<file path="src/rtl/uart_wordpar_pkg.sv">
package uart_wordpar_pkg;

    localparam int WORD_W = 9;
    localparam int BUS_W  = 32;
    localparam int ADDR_W = 2;
    localparam int OVS    = 16;
    localparam int SUB_W  = $clog2(OVS);
    localparam int CNT_W  = 4;

    localparam logic [ADDR_W-1:0] A_STAT = 2'd0;
    localparam logic [ADDR_W-1:0] A_DATA = 2'd1;
    localparam logic [ADDR_W-1:0] A_CTRL = 2'd2;

    typedef struct packed {
        logic perr_ie;
        logic par_odd;
        logic par_en;
        logic wlen9;
        logic rx_en;
        logic tx_en;
    } cfg_t;

    localparam int CFG_W = $bits(cfg_t);

    typedef struct packed {
        logic tx_empty;
        logic rx_full;
        logic perr;
    } stat_t;

    localparam int STAT_W = $bits(stat_t);

    typedef enum logic [1:0] {TX_IDLE, TX_START, TX_DATA, TX_STOP} tx_state_e;
    typedef enum logic [1:0] {RX_IDLE, RX_START, RX_DATA, RX_STOP} rx_state_e;

    typedef struct packed {
        logic              valid;
        logic              bad_par;
        logic [WORD_W-1:0] word;
    } rx_result_t;

    function automatic logic [CNT_W-1:0] word_len(input logic wlen9);
        return wlen9 ? CNT_W'(9) : CNT_W'(8);
    endfunction

    function automatic logic [WORD_W-1:0] tx_word(input logic [WORD_W-1:0] data,
                                                  input logic wlen9,
                                                  input logic par_en,
                                                  input logic par_odd);
        logic [WORD_W-1:0] w;
        w = wlen9 ? data : {1'b0, data[7:0]};
        if (par_en) begin
            if (wlen9) w[8] = (^w[7:0]) ^ par_odd;
            else       w[7] = (^w[6:0]) ^ par_odd;
        end
        return w;
    endfunction

    function automatic logic parity_bad(input logic [WORD_W-1:0] word,
                                        input logic par_en,
                                        input logic par_odd);
        return par_en && ((^word) != par_odd);
    endfunction

endpackage

</file>
<file path="src/rtl/uart_wordpar_tick.sv">
module uart_wordpar_tick #(
    parameter int CLK_DIV = 8
) (
    input  logic clk,
    input  logic rst,
    output logic tick
);
    localparam int CW = (CLK_DIV > 1) ? $clog2(CLK_DIV) : 1;
    localparam logic [CW-1:0] LAST = CW'(CLK_DIV - 1);

    logic [CW-1:0] cnt_q;

    always_ff @(posedge clk) begin
        if (rst)                cnt_q <= '0;
        else if (cnt_q == LAST) cnt_q <= '0;
        else                    cnt_q <= cnt_q + 1'b1;
    end

    assign tick = (cnt_q == LAST);
endmodule

</file>
<file path="src/rtl/uart_wordpar_tx.sv">
module uart_wordpar_tx
    import uart_wordpar_pkg::*;
(
    input  logic              clk,
    input  logic              rst,
    input  logic              tick,
    input  logic              tx_en,
    input  logic              wlen9,
    input  logic              par_en,
    input  logic              par_odd,
    input  logic              hold_full,
    input  logic [WORD_W-1:0] hold_word,
    output logic              take,
    output logic              tx_out
);
    localparam logic [SUB_W-1:0] LAST_SUB = SUB_W'(OVS - 1);

    tx_state_e         st_q;
    logic [SUB_W-1:0]  sub_q;
    logic [CNT_W-1:0]  idx_q;
    logic [CNT_W-1:0]  nbits_q;
    logic [WORD_W-1:0] sh_q;
    logic              line_q;

    assign take   = tick && (st_q == TX_IDLE) && hold_full && tx_en;
    assign tx_out = line_q;

    always_ff @(posedge clk) begin
        if (rst) begin
            st_q    <= TX_IDLE;
            sub_q   <= '0;
            idx_q   <= '0;
            nbits_q <= CNT_W'(8);
            sh_q    <= '0;
            line_q  <= 1'b1;
        end else if (tick) begin
            if (st_q == TX_IDLE) begin
                if (hold_full && tx_en) begin
                    sh_q    <= tx_word(hold_word, wlen9, par_en, par_odd);
                    nbits_q <= word_len(wlen9);
                    sub_q   <= '0;
                    line_q  <= 1'b0;
                    st_q    <= TX_START;
                end
            end else if (sub_q != LAST_SUB) begin
                sub_q <= sub_q + 1'b1;
            end else begin
                sub_q <= '0;
                unique case (st_q)
                    TX_START: begin
                        st_q   <= TX_DATA;
                        idx_q  <= '0;
                        line_q <= sh_q[0];
                        sh_q   <= sh_q >> 1;
                    end
                    TX_DATA: begin
                        if (idx_q == nbits_q - 1'b1) begin
                            st_q   <= TX_STOP;
                            line_q <= 1'b1;
                        end else begin
                            idx_q  <= idx_q + 1'b1;
                            line_q <= sh_q[0];
                            sh_q   <= sh_q >> 1;
                        end
                    end
                    default: st_q <= TX_IDLE;
                endcase
            end
        end
    end
endmodule

</file>
<file path="src/rtl/uart_wordpar_rx.sv">
module uart_wordpar_rx
    import uart_wordpar_pkg::*;
(
    input  logic       clk,
    input  logic       rst,
    input  logic       tick,
    input  logic       rx_en,
    input  logic       wlen9,
    input  logic       par_en,
    input  logic       par_odd,
    input  logic       rx_in,
    output rx_result_t res
);
    localparam logic [SUB_W-1:0] LAST_SUB = SUB_W'(OVS - 1);
    localparam logic [SUB_W-1:0] MID_SUB  = SUB_W'(OVS / 2 - 1);

    logic [1:0]        sync_q;
    logic              bit_now;
    rx_state_e         st_q;
    logic [SUB_W-1:0]  sub_q;
    logic [CNT_W-1:0]  idx_q;
    logic [CNT_W-1:0]  nbits_q;
    logic [WORD_W-1:0] word_q;

    assign bit_now = sync_q[1];

    always_ff @(posedge clk) begin
        if (rst) sync_q <= 2'b11;
        else     sync_q <= {sync_q[0], rx_in};
    end

    always_ff @(posedge clk) begin
        if (rst) begin
            st_q      <= RX_IDLE;
            sub_q     <= '0;
            idx_q     <= '0;
            nbits_q   <= CNT_W'(8);
            word_q    <= '0;
            res       <= '0;
        end else begin
            res.valid <= 1'b0;
            if (tick) begin
                unique case (st_q)
                    RX_IDLE: begin
                        if (rx_en && !bit_now) begin
                            st_q  <= RX_START;
                            sub_q <= '0;
                        end
                    end
                    RX_START: begin
                        if (sub_q == MID_SUB) begin
                            sub_q <= '0;
                            if (!bit_now) begin
                                st_q    <= RX_DATA;
                                idx_q   <= '0;
                                word_q  <= '0;
                                nbits_q <= word_len(wlen9);
                            end else begin
                                st_q <= RX_IDLE;
                            end
                        end else begin
                            sub_q <= sub_q + 1'b1;
                        end
                    end
                    RX_DATA: begin
                        if (sub_q == LAST_SUB) begin
                            sub_q         <= '0;
                            word_q[idx_q] <= bit_now;
                            if (idx_q == nbits_q - 1'b1) st_q <= RX_STOP;
                            else                         idx_q <= idx_q + 1'b1;
                        end else begin
                            sub_q <= sub_q + 1'b1;
                        end
                    end
                    default: begin
                        if (sub_q == LAST_SUB) begin
                            sub_q       <= '0;
                            st_q        <= RX_IDLE;
                            res.valid   <= 1'b1;
                            res.word    <= word_q;
                            res.bad_par <= parity_bad(word_q, par_en, par_odd);
                        end else begin
                            sub_q <= sub_q + 1'b1;
                        end
                    end
                endcase
            end
        end
    end
endmodule

</file>
<file path="src/rtl/uart_wordpar_regs.sv">
module uart_wordpar_regs
    import uart_wordpar_pkg::*;
(
    input  logic              clk,
    input  logic              rst,
    input  logic              bus_req,
    input  logic              bus_wr,
    input  logic [ADDR_W-1:0] bus_addr,
    input  logic [BUS_W-1:0]  bus_wdata,
    output logic [BUS_W-1:0]  bus_rdata,
    input  logic              tx_take,
    input  rx_result_t        rx_res,
    output cfg_t              cfg,
    output stat_t             stat,
    output logic [WORD_W-1:0] tx_hold,
    output logic              irq
);
    logic              rd, wr, rd_stat, rd_data, wr_data, wr_ctrl;
    logic              tx_empty_q, rx_full_q, perr_q, armed_q;
    logic [WORD_W-1:0] rx_hold_q;
    cfg_t              cfg_q;
    logic              unused_wdata;

    assign unused_wdata = ^bus_wdata[BUS_W-1:WORD_W];

    assign rd      = bus_req && !bus_wr;
    assign wr      = bus_req && bus_wr;
    assign rd_stat = rd && (bus_addr == A_STAT);
    assign rd_data = rd && (bus_addr == A_DATA);
    assign wr_data = wr && (bus_addr == A_DATA);
    assign wr_ctrl = wr && (bus_addr == A_CTRL);

    always_ff @(posedge clk) begin
        if (rst) begin
            cfg_q      <= '0;
            tx_hold    <= '0;
            tx_empty_q <= 1'b1;
            rx_hold_q  <= '0;
            rx_full_q  <= 1'b0;
            perr_q     <= 1'b0;
            armed_q    <= 1'b0;
        end else begin
            if (wr_ctrl) cfg_q <= cfg_t'(bus_wdata[CFG_W-1:0]);

            if (wr_data) begin
                tx_hold    <= bus_wdata[WORD_W-1:0];
                tx_empty_q <= 1'b0;
            end else if (tx_take) begin
                tx_empty_q <= 1'b1;
            end

            if (rx_res.valid) begin
                rx_hold_q <= rx_res.word;
                rx_full_q <= 1'b1;
            end else if (rd_data) begin
                rx_full_q <= 1'b0;
            end

            if (rx_res.valid && rx_res.bad_par) perr_q <= 1'b1;
            else if (rd_data && armed_q)        perr_q <= 1'b0;

            if (bus_req) armed_q <= rd_stat && perr_q;
        end
    end

    assign cfg  = cfg_q;
    assign stat = '{tx_empty: tx_empty_q, rx_full: rx_full_q, perr: perr_q};
    assign irq  = perr_q && cfg_q.perr_ie;

    always_comb begin
        bus_rdata = '0;
        unique case (bus_addr)
            A_STAT:  bus_rdata[STAT_W-1:0] = stat;
            A_DATA:  bus_rdata[WORD_W-1:0] = rx_hold_q;
            A_CTRL:  bus_rdata[CFG_W-1:0]  = cfg_q;
            default: bus_rdata = '0;
        endcase
    end
endmodule

</file>
<file path="src/rtl/uart_wordpar.sv">
module uart_wordpar
    import uart_wordpar_pkg::*;
#(
    parameter int CLK_DIV = 8
) (
    input  logic        clk,
    input  logic        rst,
    input  logic        bus_req,
    input  logic        bus_wr,
    input  logic [1:0]  bus_addr,
    input  logic [31:0] bus_wdata,
    output logic [31:0] bus_rdata,
    output logic        irq,
    output logic        tx_out,
    input  logic        rx_in
);
    logic              tick;
    logic              tx_take;
    logic [WORD_W-1:0] tx_hold;
    rx_result_t        rx_res;
    cfg_t              cfg;
    stat_t             stat;

    uart_wordpar_tick #(.CLK_DIV(CLK_DIV)) u_tick (
        .clk (clk),
        .rst (rst),
        .tick(tick)
    );

    uart_wordpar_regs u_regs (
        .clk      (clk),
        .rst      (rst),
        .bus_req  (bus_req),
        .bus_wr   (bus_wr),
        .bus_addr (bus_addr),
        .bus_wdata(bus_wdata),
        .bus_rdata(bus_rdata),
        .tx_take  (tx_take),
        .rx_res   (rx_res),
        .cfg      (cfg),
        .stat     (stat),
        .tx_hold  (tx_hold),
        .irq      (irq)
    );

    uart_wordpar_tx u_tx (
        .clk      (clk),
        .rst      (rst),
        .tick     (tick),
        .tx_en    (cfg.tx_en),
        .wlen9    (cfg.wlen9),
        .par_en   (cfg.par_en),
        .par_odd  (cfg.par_odd),
        .hold_full(!stat.tx_empty),
        .hold_word(tx_hold),
        .take     (tx_take),
        .tx_out   (tx_out)
    );

    uart_wordpar_rx u_rx (
        .clk    (clk),
        .rst    (rst),
        .tick   (tick),
        .rx_en  (cfg.rx_en),
        .wlen9  (cfg.wlen9),
        .par_en (cfg.par_en),
        .par_odd(cfg.par_odd),
        .rx_in  (rx_in),
        .res    (rx_res)
    );
endmodule

</file>
<file path="config.mk">
export PLATFORM = sky130hd
export DESIGN_NAME = uart_wordpar
export DESIGN_NICKNAME = d
export VERILOG_FILES = /design/src/rtl/uart_wordpar_pkg.sv /design/src/rtl/uart_wordpar_tick.sv /design/src/rtl/uart_wordpar_tx.sv /design/src/rtl/uart_wordpar_rx.sv /design/src/rtl/uart_wordpar_regs.sv /design/src/rtl/uart_wordpar.sv
export SDC_FILE = /design/constraint.sdc
export NUM_CORES = 1
export LEC_CHECK = 0
export BUFFER_PORTS_ARGS = -buffer_cell sky130_fd_sc_hd__buf_2
export CORE_MARGIN = 2
export CORE_UTILIZATION = 40
export CTS_CLUSTER_DIAMETER = 200
export DETAILED_ROUTE_END_ITERATION = 8
export GPL_ROUTABILITY_DRIVEN = 0
export GPL_TIMING_DRIVEN = 0
export HOLD_SLACK_MARGIN = 0.12
export PLACE_DENSITY = 0.68
export SYNTH_ARGS = -nofsm -noshare
export SYNTH_HDL_FRONTEND = slang
export SYNTH_SLANG_ARGS = --single-unit
</file>
<file path="constraint.sdc">
create_clock -name clk -period 6.6 [get_ports clk]
set_clock_uncertainty 0.2 [all_clocks]
set_input_delay 0.33 -clock clk [delete_from_list [all_inputs] [get_ports clk]]
set_output_delay 0.33 -clock clk [all_outputs]
set_load 0.03 [all_outputs]
</file>
After elaboration in Yosys (flattened, before gate mapping). Index checks and enable logic that the tools add are counted.

Register bits: 91. Bits of input ports: 39. Word-level logic and storage cells: 174.

Add/subtract/negate cells: 7. $lt $le $gt $ge: 2. Equality and inequality tests: 24. Muxes and demuxes: 58. Bitwise gates (word level): 7. Reductions and logical operators: 48.

Operators with widths (count): 9-bit two-way mux (8); 4-bit two-way mux (11); 9-bit case mux with 2 select lines (2); 4-bit case mux with 2 select lines (3); 2-bit two-way mux (11); 1-bit logical AND (17); 4-bit by 1-bit adder with 4-bit output, second input constant (4); 5-bit AND reduction (3); 1-bit two-way mux (14); 4-bit AND reduction (3); 6-bit AND reduction (2); 11-bit two-way mux (1); 2-bit by 1-bit != test with 1-bit output, second input constant (5); 2-bit nonzero test (5); 9-bit bitwise mux (1); 3-bit case mux with 3 select lines (1); 9-bit XOR reduction (1); 4-bit equality test (2); 2-bit != test, second input constant (4); 8-bit XOR reduction (1); 4-bit by 1-bit subtractor with 4-bit output, second input constant (2); 7-bit XOR reduction (1); 2-bit by 1-bit equality test with 1-bit output, second input constant (3); 2-bit equality test, second input constant (3); 26 further kinds (38).

Logic depth before layout (Yosys ltp). Gate-level depths: netlist of run 1.

Depth after elaboration: 7. Gate-level depth with buffers: 9.

By module. Synthesis of run 1 repeated with hierarchy kept, for this count alone.

Cell total of the unflattened synthesis: 516. Area total of the unflattened synthesis: 4611.9 um^2.

By module, submodules not included: uart_wordpar_rx (instances 1, cells each 210, area an instance 1744.2 um^2); uart_wordpar_regs (instances 1, cells each 157, area an instance 1516.5 um^2); uart_wordpar_tx (instances 1, cells each 140, area an instance 1242.4 um^2); uart_wordpar_tick (instances 1, cells each 8, area an instance 105.1 um^2); uart_wordpar (instances 1, cells each 1, area an instance 3.8 um^2).

Least setup slack after synthesis of run 1. OpenSTA, ideal clock, no wires.

Path type: reg-to-reg. Start: register u_tick.cnt_q[0]. End: register u_tx.sh_q[6]. Data arrival time: 1.848 ns. Slack: 4.467 ns. Stages on the path, launching flop included: 10. Buffers on the path: 2. Clock period less this slack: 2.133 ns. Path through: dfxtp_1 > ha_1 > ha_1 > buf_2 > inv_2 > a2111o_1 > a31oi_4 > buf_2 > nor2_1 > a211oi_1.

Cells in the longest elaborated chain, start to end: 2.

RTL lines: from (decl) (line uart_wordpar_tick.sv:11) `logic [CW-1:0] cnt_q;`; from (signal assigned) (line uart_wordpar_tick.sv:16) `else cnt_q <= cnt_q + 1'b1;`; 3-bit equality test (line uart_wordpar_tick.sv:19) `assign tick = (cnt_q == LAST);`; 5-bit AND reduction (no source line); to (signal assigned) (line uart_wordpar_tx.sv:39) `sh_q <= tx_word(hold_word, wlen9, par_en, par_odd);`; to (signal assigned) (line uart_wordpar_tx.sv:54) `sh_q <= sh_q >> 1;`; to (signal assigned) (line uart_wordpar_tx.sv:63) `sh_q <= sh_q >> 1;`; to (decl) (line uart_wordpar_tx.sv:22) `logic [WORD_W-1:0] sh_q;`.

No other way between the ends. A chain may end at the register's enable or synchronous reset.

Worst setup path in the final report of run 1. Ends and elaborated chain as after synthesis.

==> results of run 1 <==
==> routing by layer <==
layer	vias to the layer above	track usage, %
met5	-	0
met4	0	8.137
met1	1773	21.65
met3	18	3.379
li1	1902	-
met2	86	31.17
==> placed cells by master, fill, tap and decap left out, types with 12 or more instances in the layout <==
| cell | synthesis | layout |
|---|---|---|
| dfxtp_1 | 85 | 85 |
| nand2_1 | 60 | 60 |
| a21oi_1 | 46 | 46 |
| nor2_1 | 42 | 42 |
| buf_2 | 4 | 29 |
| mux2i_1 | 24 | 24 |
| ha_1 | 23 | 23 |
| buf_4 | 23 | 23 |
| conb_1 | 1 | 23 |
| o21ai_0 | 18 | 18 |
| clkbuf_1 | 17 | 17 |
| nand3_1 | 15 | 15 |
| xnor2_1 | 13 | 13 |
| dlygate4sd3_1 | 0 | 12 |
==> Yosys cell counts, types with 2 or more instances <==
cell,number,share of area [%]
a21boi_0,8,1.4
nand3_1,15,1.7
ha_1,23,6.5
dfxtp_1,85,38
a211oi_1,9,1.5
inv_1,11,0.93
buf_6,2,0.51
and3_1,9,1.3
a31oi_1,4,0.56
buf_2,4,0.45
nor2_1,42,3.5
buf_4,23,3.9
or4_1,6,1.0
xor2_1,5,0.99
o21a_1,3,0.51
nor3_1,5,0.56
o21ai_0,18,2.0
mux2i_1,24,5.4
clkbuf_1,17,1.4
a222oi_1,3,0.68
buf_1,2,0.17
or2_2,2,0.28
and2_1,4,0.56
xnor2_1,13,2.6
a22oi_1,5,0.85
o21ai_1,2,0.23
o31ai_1,4,0.68
nor3b_1,2,0.34
nor4_1,3,0.42
inv_2,2,0.17
a21oi_1,46,5.2
a21o_1,2,0.34
nand2_1,60,5.1
nor2b_1,7,0.99
nand4b_1,5,0.99
nand3b_1,4,0.68
or4b_1,2,0.45
nand2b_1,6,0.85
==> registers in the layout (all words and copies together), names as in the netlist, 6 cells and up <==
name	flops
u_rx.res	11
u_regs.tx_hold	9
u_regs.cfg	6
u_rx.word_q	9
u_tx.sh_q	9
u_regs.rx_hold_q	9
==> layout make-up <==
type                       count  area, sq um  share of cell area [%]
tap                          140        175.2                   3.401
clock inverter                 7        81.33                   1.579
multi-input combinational    388         2487                   48.30
inverter                      13        48.80                  0.9475
buffer                        48        286.5                   5.564
timing repair buffer          37        245.2                   4.762
sequential                    85         1702                   33.04
clock buffer                   9        123.9                   2.405
==> metrics by stage <==
step / utilization [%] / instance area [sq um] / setup slack (ns)
floorplan: - / 4524 / 4.467
global placement: 44.51 / 4825 / 4.223
detailed placement: 44.51 / 4825 / 4.157
CTS: 47.51 / 5150 / 4.128
global route: 47.51 / 5150 / 3.941
finish: 47.51 / 5150 / 4.133
==> power breakdown <==
group	total, mW	internal (mW)	switching, mW
logic	0.0729	0.0276	0.0453
clock network	0.377	0.179	0.198
registers	0.520	0.517	0.00385
==> cell families (layout without fill, tap and decap cells) <==
kind of cell	Yosys count	in the layout	synth area share (%)
xor gates and xnor gates	19	19	4.056
and+or+nand+nor	182	182	21.15
other	1	23	0.08443
buffers and inverters	61	114	7.549
adders and majority gates	23	23	6.479
DFF	85	85	38.31
muxes	24	24	5.408
AOI/OAI and AO/OA	117	117	16.96
==> how the worst max path moves through the flow <==
stage | start | to | slack, ns | depth (start not counted)
after global placement | u_tick.cnt_q[0] | u_tx.sh_q[6] | 4.22 | 9
after global routing | u_tick.cnt_q[0] | u_tx.sh_q[6] | 3.94 | 9
after CTS | u_tick.cnt_q[0] | u_tx.sh_q[6] | 4.13 | 9
after detailed placement | u_tick.cnt_q[0] | u_tx.sh_q[6] | 4.16 | 9
after floorplan | u_tick.cnt_q[0] | u_tx.sh_q[6] | 4.47 | 9
final | u_tick.cnt_q[0] | u_tx.sh_q[6] | 4.13 | 9
==> timing repair <==
action                     CTS  global route
setup endpoints to repair    0             0
hold endpoints to repair    18             0
hold buffers                12             0
==> critical path, delay by kind of cell (launching register included) <==
family                   cells  cell delay, ns
AND/OR/NAND/NOR              1            0.06
flip-flops                   1            0.34
buffers and inverters        3            0.60
adder cells (fa/ha/maj)      2            0.27
AO/OA/AOI/OAI                3            0.91
==> impl_metrics.env, run 1 <==
export IMPL_outcome="finished clean"
export IMPL_dp_hpwl_um=7470
export IMPL_antenna_found_initial=0
export IMPL_tightest_slew_ns=0.7070
export IMPL_cts_resized=0
export IMPL_cts_setup_buffers=0
export IMPL_dr_total_vias=3779
export IMPL_grt_max_degree=17
export IMPL_rsz0062_at_grt="false"
export IMPL_syn_area_sq_um=4442
export IMPL_required_ns=6.67
export IMPL_min_path_cells=3
export IMPL_first_pass_iters=4
export IMPL_wirelength_um=10270
export IMPL_h_tree_depth=3
export IMPL_hold_viol=0
export IMPL_hold_start="bus_req"
export IMPL_rr_worst_depth=9
export IMPL_met2_length_um=4941
export IMPL_drive_gt1_share_pct=13.80
export IMPL_synthArstFlopShare_pct=0
export IMPL_initialDrtViolationCount=268
export IMPL_setup_tns_final_ns=0
export IMPL_gr_total_overflow=0
export IMPL_fin_crit_sh_pct=37.37
export IMPL_drv_cap=0
export IMPL_die_area_sq_um=11960
export IMPL_clock_latency_ns=0.36
export IMPL_rows=38
export IMPL_initial_core_util_pct=40.97
export IMPL_dpl_cell_count=699
export IMPL_crit_path_cell_trace="ha_1 > ha_1 > buf_2 > inv_2 > a2111o_1 > a31oi_4 > buf_2 > nor2_1 > a211oi_1"
export IMPL_crit_arrival_ns=2.53
export IMPL_slew_viol_final=0
export IMPL_cts_root_buf="clkbuf_8"
export IMPL_stdcell_count=727
export IMPL_clkTransAtPathRegs_ns=0.09
export IMPL_core_area_sq_um=10840
export IMPL_grt_pass1_wl_um=16970
export IMPL_p_per_area_nw_per_um2=188.5
export IMPL_timing_fmax_mhz=405.4
export IMPL_p_leak_nw=2.092
export IMPL_cts_sinks=85
export IMPL_synth_flop_cell="dfxtp_1"
export IMPL_die_x_um=109.4
export IMPL_fp_dieH_um=109.4
export IMPL_io_buffers=25
export IMPL_syn_to_final_growth_pct=15.94
export IMPL_grt_pass1_vias=3668
export IMPL_syn_avg_cell_area_sq_um=8.675
export IMPL_synth_cells=512
export IMPL_top_layer_used="met4"
export IMPL_fin_hold_ws_ns=0.1349
export IMPL_finalSetupViolCount=0
export IMPL_peakVddDrop_mv=0.09280
export IMPL_hp_class="input port to flop"
export IMPL_ant_nets=0
export IMPL_yosysWarnings=0
export IMPL_critical_path_startpoint_type="flop"
export IMPL_crit_reg2reg_launch="u_tick.cnt_q[0]"
export IMPL_relSlewSlack_pct=52.87
export IMPL_grtUsageTotal_pct=18.03
export IMPL_cts_tree="done"
export IMPL_synth_edf_count=0
export IMPL_finalPower_uw=970.8
export IMPL_vias_per_cell=5.198
export IMPL_slowest_delay_ns=0.43
export IMPL_critPathSlowestCell="a2111o_1"
export IMPL_synth_seq_area_share_pct=38.31
export IMPL_reg2reg_to="u_tx.sh_q[6]"
export IMPL_wl_met3_um=513
export IMPL_critPathCaptureType="flop"
export IMPL_ff2ff_setup_slack_ns=4.13
export IMPL_nFillCells=1048
export IMPL_top_level_ports=73
export IMPL_diodes=0
export IMPL_synth_distinct_cells=63
export IMPL_wl_per_cell_um=14.12
export IMPL_post_route_min_period_ns=2.467
export IMPL_drc_errors=0
export IMPL_worstHoldEndpoint="u_regs.armed_q"
export IMPL_worstPathMaxFanout=10
export IMPL_clk_path_buf_depth=2
export IMPL_synth_seq_cells=85
export IMPL_nets=644
export IMPL_worstSetupPathType="flop to flop"
export IMPL_cts_buffers=9
export IMPL_wl_met1_um=4616
Note: power is estimated with default switching activity, not from simulation.
==> run 2: changes to the inputs <==
--- a/config.mk
+++ b/config.mk
@@ -13,7 +13,7 @@
 export GPL_ROUTABILITY_DRIVEN = 0
 export GPL_TIMING_DRIVEN = 0
 export HOLD_SLACK_MARGIN = 0.12
-export PLACE_DENSITY = 0.68
+export PLACE_DENSITY = 0.7
 export SYNTH_ARGS = -nofsm -noshare
 export SYNTH_HDL_FRONTEND = slang
 export SYNTH_SLANG_ARGS = --single-unit
==> constraint.sdc (replaced) <==
create_clock -name clk -period 2 [get_ports clk]
set_clock_uncertainty 0.2 [all_clocks]
set_input_delay 0.1 -clock clk [delete_from_list [all_inputs] [get_ports clk]]
set_output_delay 0.1 -clock clk [all_outputs]
set_load 0.03 [all_outputs]
==> impl_metrics.env, run 2 (synthesized netlist as in run 1, its figures left out) <==
export IMPL_outcome="finished, violations left"
export IMPL_violations="setup timing"
export IMPL_critPathCaptureType="flop"
export IMPL_post_route_min_period_ns=2.071
export IMPL_grtUsageTotal_pct=18.49
export IMPL_p_per_area_nw_per_um2=612.1
export IMPL_dp_hpwl_um=7516
export IMPL_finalSetupViolCount=12
export IMPL_clkTransAtPathRegs_ns=0.09
export IMPL_largest_register_ffs=11
export IMPL_dr_total_vias=3889
export IMPL_drv_cap=0
export IMPL_finalPower_mw=3.514
export IMPL_diodes=0
export IMPL_relSlewSlack_pct=52.33
export IMPL_stdcell_count=750
export IMPL_top_level_ports=73
export IMPL_grt_pass1_vias=3706
export IMPL_final_common_cell="dfxtp_1"
export IMPL_rsz0062_at_grt="true"
export IMPL_h_tree_depth=3
export IMPL_worstPathMaxFanout=5
export IMPL_io_buffers=25
export IMPL_wirelength_um=10930
export IMPL_critical_path_startpoint_type="flop"
export IMPL_hp_class="input port to flop"
export IMPL_final_area_sq_um=5741
export IMPL_first_pass_iters=4
export IMPL_syn_to_final_growth_pct=29.24
export IMPL_post_dp_cell_area_sq_um=4858
export IMPL_antenna_found_initial=0
export IMPL_crit_path_cell_trace="ha_4 > ha_4 > inv_8 > or4_4 > nor3b_4 > nand2_1 > a21oi_2"
export IMPL_initial_core_util_pct=40.97
export IMPL_fin_crit_sh_pct=103.5
export IMPL_die_area_sq_um=11960
export IMPL_slowest_delay_ns=0.55
export IMPL_cts_root_buf="clkbuf_8"
export IMPL_timing_fmax_mhz=482.9
export IMPL_setup_ws_ns=-0.07078
export IMPL_cts_tree="done"
export IMPL_vias_per_cell=5.185
export IMPL_cts_buffers=9
export IMPL_crit_top_cell="ha_4"
export IMPL_initialDrtViolationCount=249
export IMPL_fp_dieH_um=109.4
export IMPL_drive_gt1_share_pct=27.54
export IMPL_rows=38
export IMPL_slew_viol_final=0
export IMPL_clock_latency_ns=0.37
export IMPL_peakVddDrop_mv=0.3241
export IMPL_dpl_cell_count=699
export IMPL_nFillCells=962
export IMPL_clk_path_buf_depth=2
export IMPL_pre_cts_slack_ns=-0.2411
export IMPL_crit_arrival_ns=2.16
export IMPL_hold_viol=0
export IMPL_required_ns=2.09
export IMPL_nets=667
export IMPL_ant_nets=0
export IMPL_largest_register="u_rx.res"
export IMPL_grt_pass1_wl_um=17440
export IMPL_layout_common_cells="dfxtp_1 (72), nand2_1 (58), buf_4 (46)"
export IMPL_wl_per_cell_um=14.57
export IMPL_critPathSlowestCell="or4_4"
export IMPL_drc_errors=0
export IMPL_worstSetupPathType="flop to flop"
export IMPL_grt_max_degree=16
export IMPL_die_x_um=109.4
export IMPL_p_leak_nw=2.293
export IMPL_gr_total_overflow=0
export IMPL_cts_sinks=85
export IMPL_core_area_sq_um=10840
export IMPL_tightest_slew_ns=0.7151
## run 2: cell types whose count changed in the layout (fill, tap and decap cells not counted), moves of 4 or more
cell / change
a211oi_2: +9
ha_2: +4
a21oi_1: -6
dfxtp_2: +10
a21oi_2: +5
a211oi_1: -9
clkbuf_1: -5
ha_1: -9
ha_4: +5
dfxtp_1: -13
buf_4: +23
buf_6: +7
## run 2: final timing paths
path | from | end | slack [ns] | cells past startpoint
worst min-delay path | bus_addr[1] | u_regs.armed_q | 0.17 | 5
worst min register to register | u_rx.sync_q[0] | u_rx.sync_q[1] | 0.23 | 1
worst max register to register | u_tick.cnt_q[0] | u_rx.word_q[5] | -0.07 | 7
worst max-delay path | u_tick.cnt_q[0] | u_rx.word_q[5] | -0.07 | 7
## run 2: what timing repair did
item,in CTS,in global routing
endpoints found under the setup margin,39,36
resized for setup,55,31
buffers inserted,18,11
endpoints found under the hold margin,21,0
hold buffers,13,0
pin swaps,17,29
## run 2: worst max-delay path: cells and delay by family (launching register included)
kind	cells	cell delay (ns)
adder cells (fa/ha/maj)	2	0.32
flip-flops	1	0.36
buffers and inverters	1	0.05
AO/OA/AOI/OAI	1	0.14
AND/OR/NAND/NOR	3	0.94
## run 2: report_power, final
| part | switching [mW] | internal, mW |
|---|---|---|
| clock | 0.667 | 0.877 |
| combinational | 0.155 | 0.0971 |
| sequential | 0.0158 | 1.70 |
## run 2: routing by layer
| metal | global-route usage, % | part of all wire, % | up-vias |
|---|---|---|---|
| li1 | - | - | 1944 |
| met1 | 22.56 | 45 | 1847 |
| met2 | 31.75 | 49 | 81 |
| met3 | 3.557 | 3.5 | 17 |
| met4 | 7.776 | 1.9 | 0 |
| met5 | 0 | 0 | - |
## run 2: area by class of cell
class / instances / area, sq um / area share (%)
multi-input cells: 388 / 2763 / 48.13
flip-flops and latches: 85 / 1725 / 30.06
plain buffers: 41 / 265.3 / 4.621
repair buffers: 67 / 495.5 / 8.631
inverters: 13 / 61.31 / 1.068
well taps: 140 / 175.2 / 3.051
clock inverters: 6 / 117.6 / 2.049
clock buffers: 10 / 137.6 / 2.398
## run 2: stage by stage
stage          TNS (ns)  hold WS (ns)  utilization [%]
3_3_place_gp     -3.101       0.08960            44.82
6_report        -0.3055        0.1738            52.95
2_1_floorplan         0      0.003811                -
4_1_cts        -0.09971        0.1469            51.33
3_5_place_dp     -4.884       0.08720            44.82
5_1_grt          -1.443        0.1957            52.95
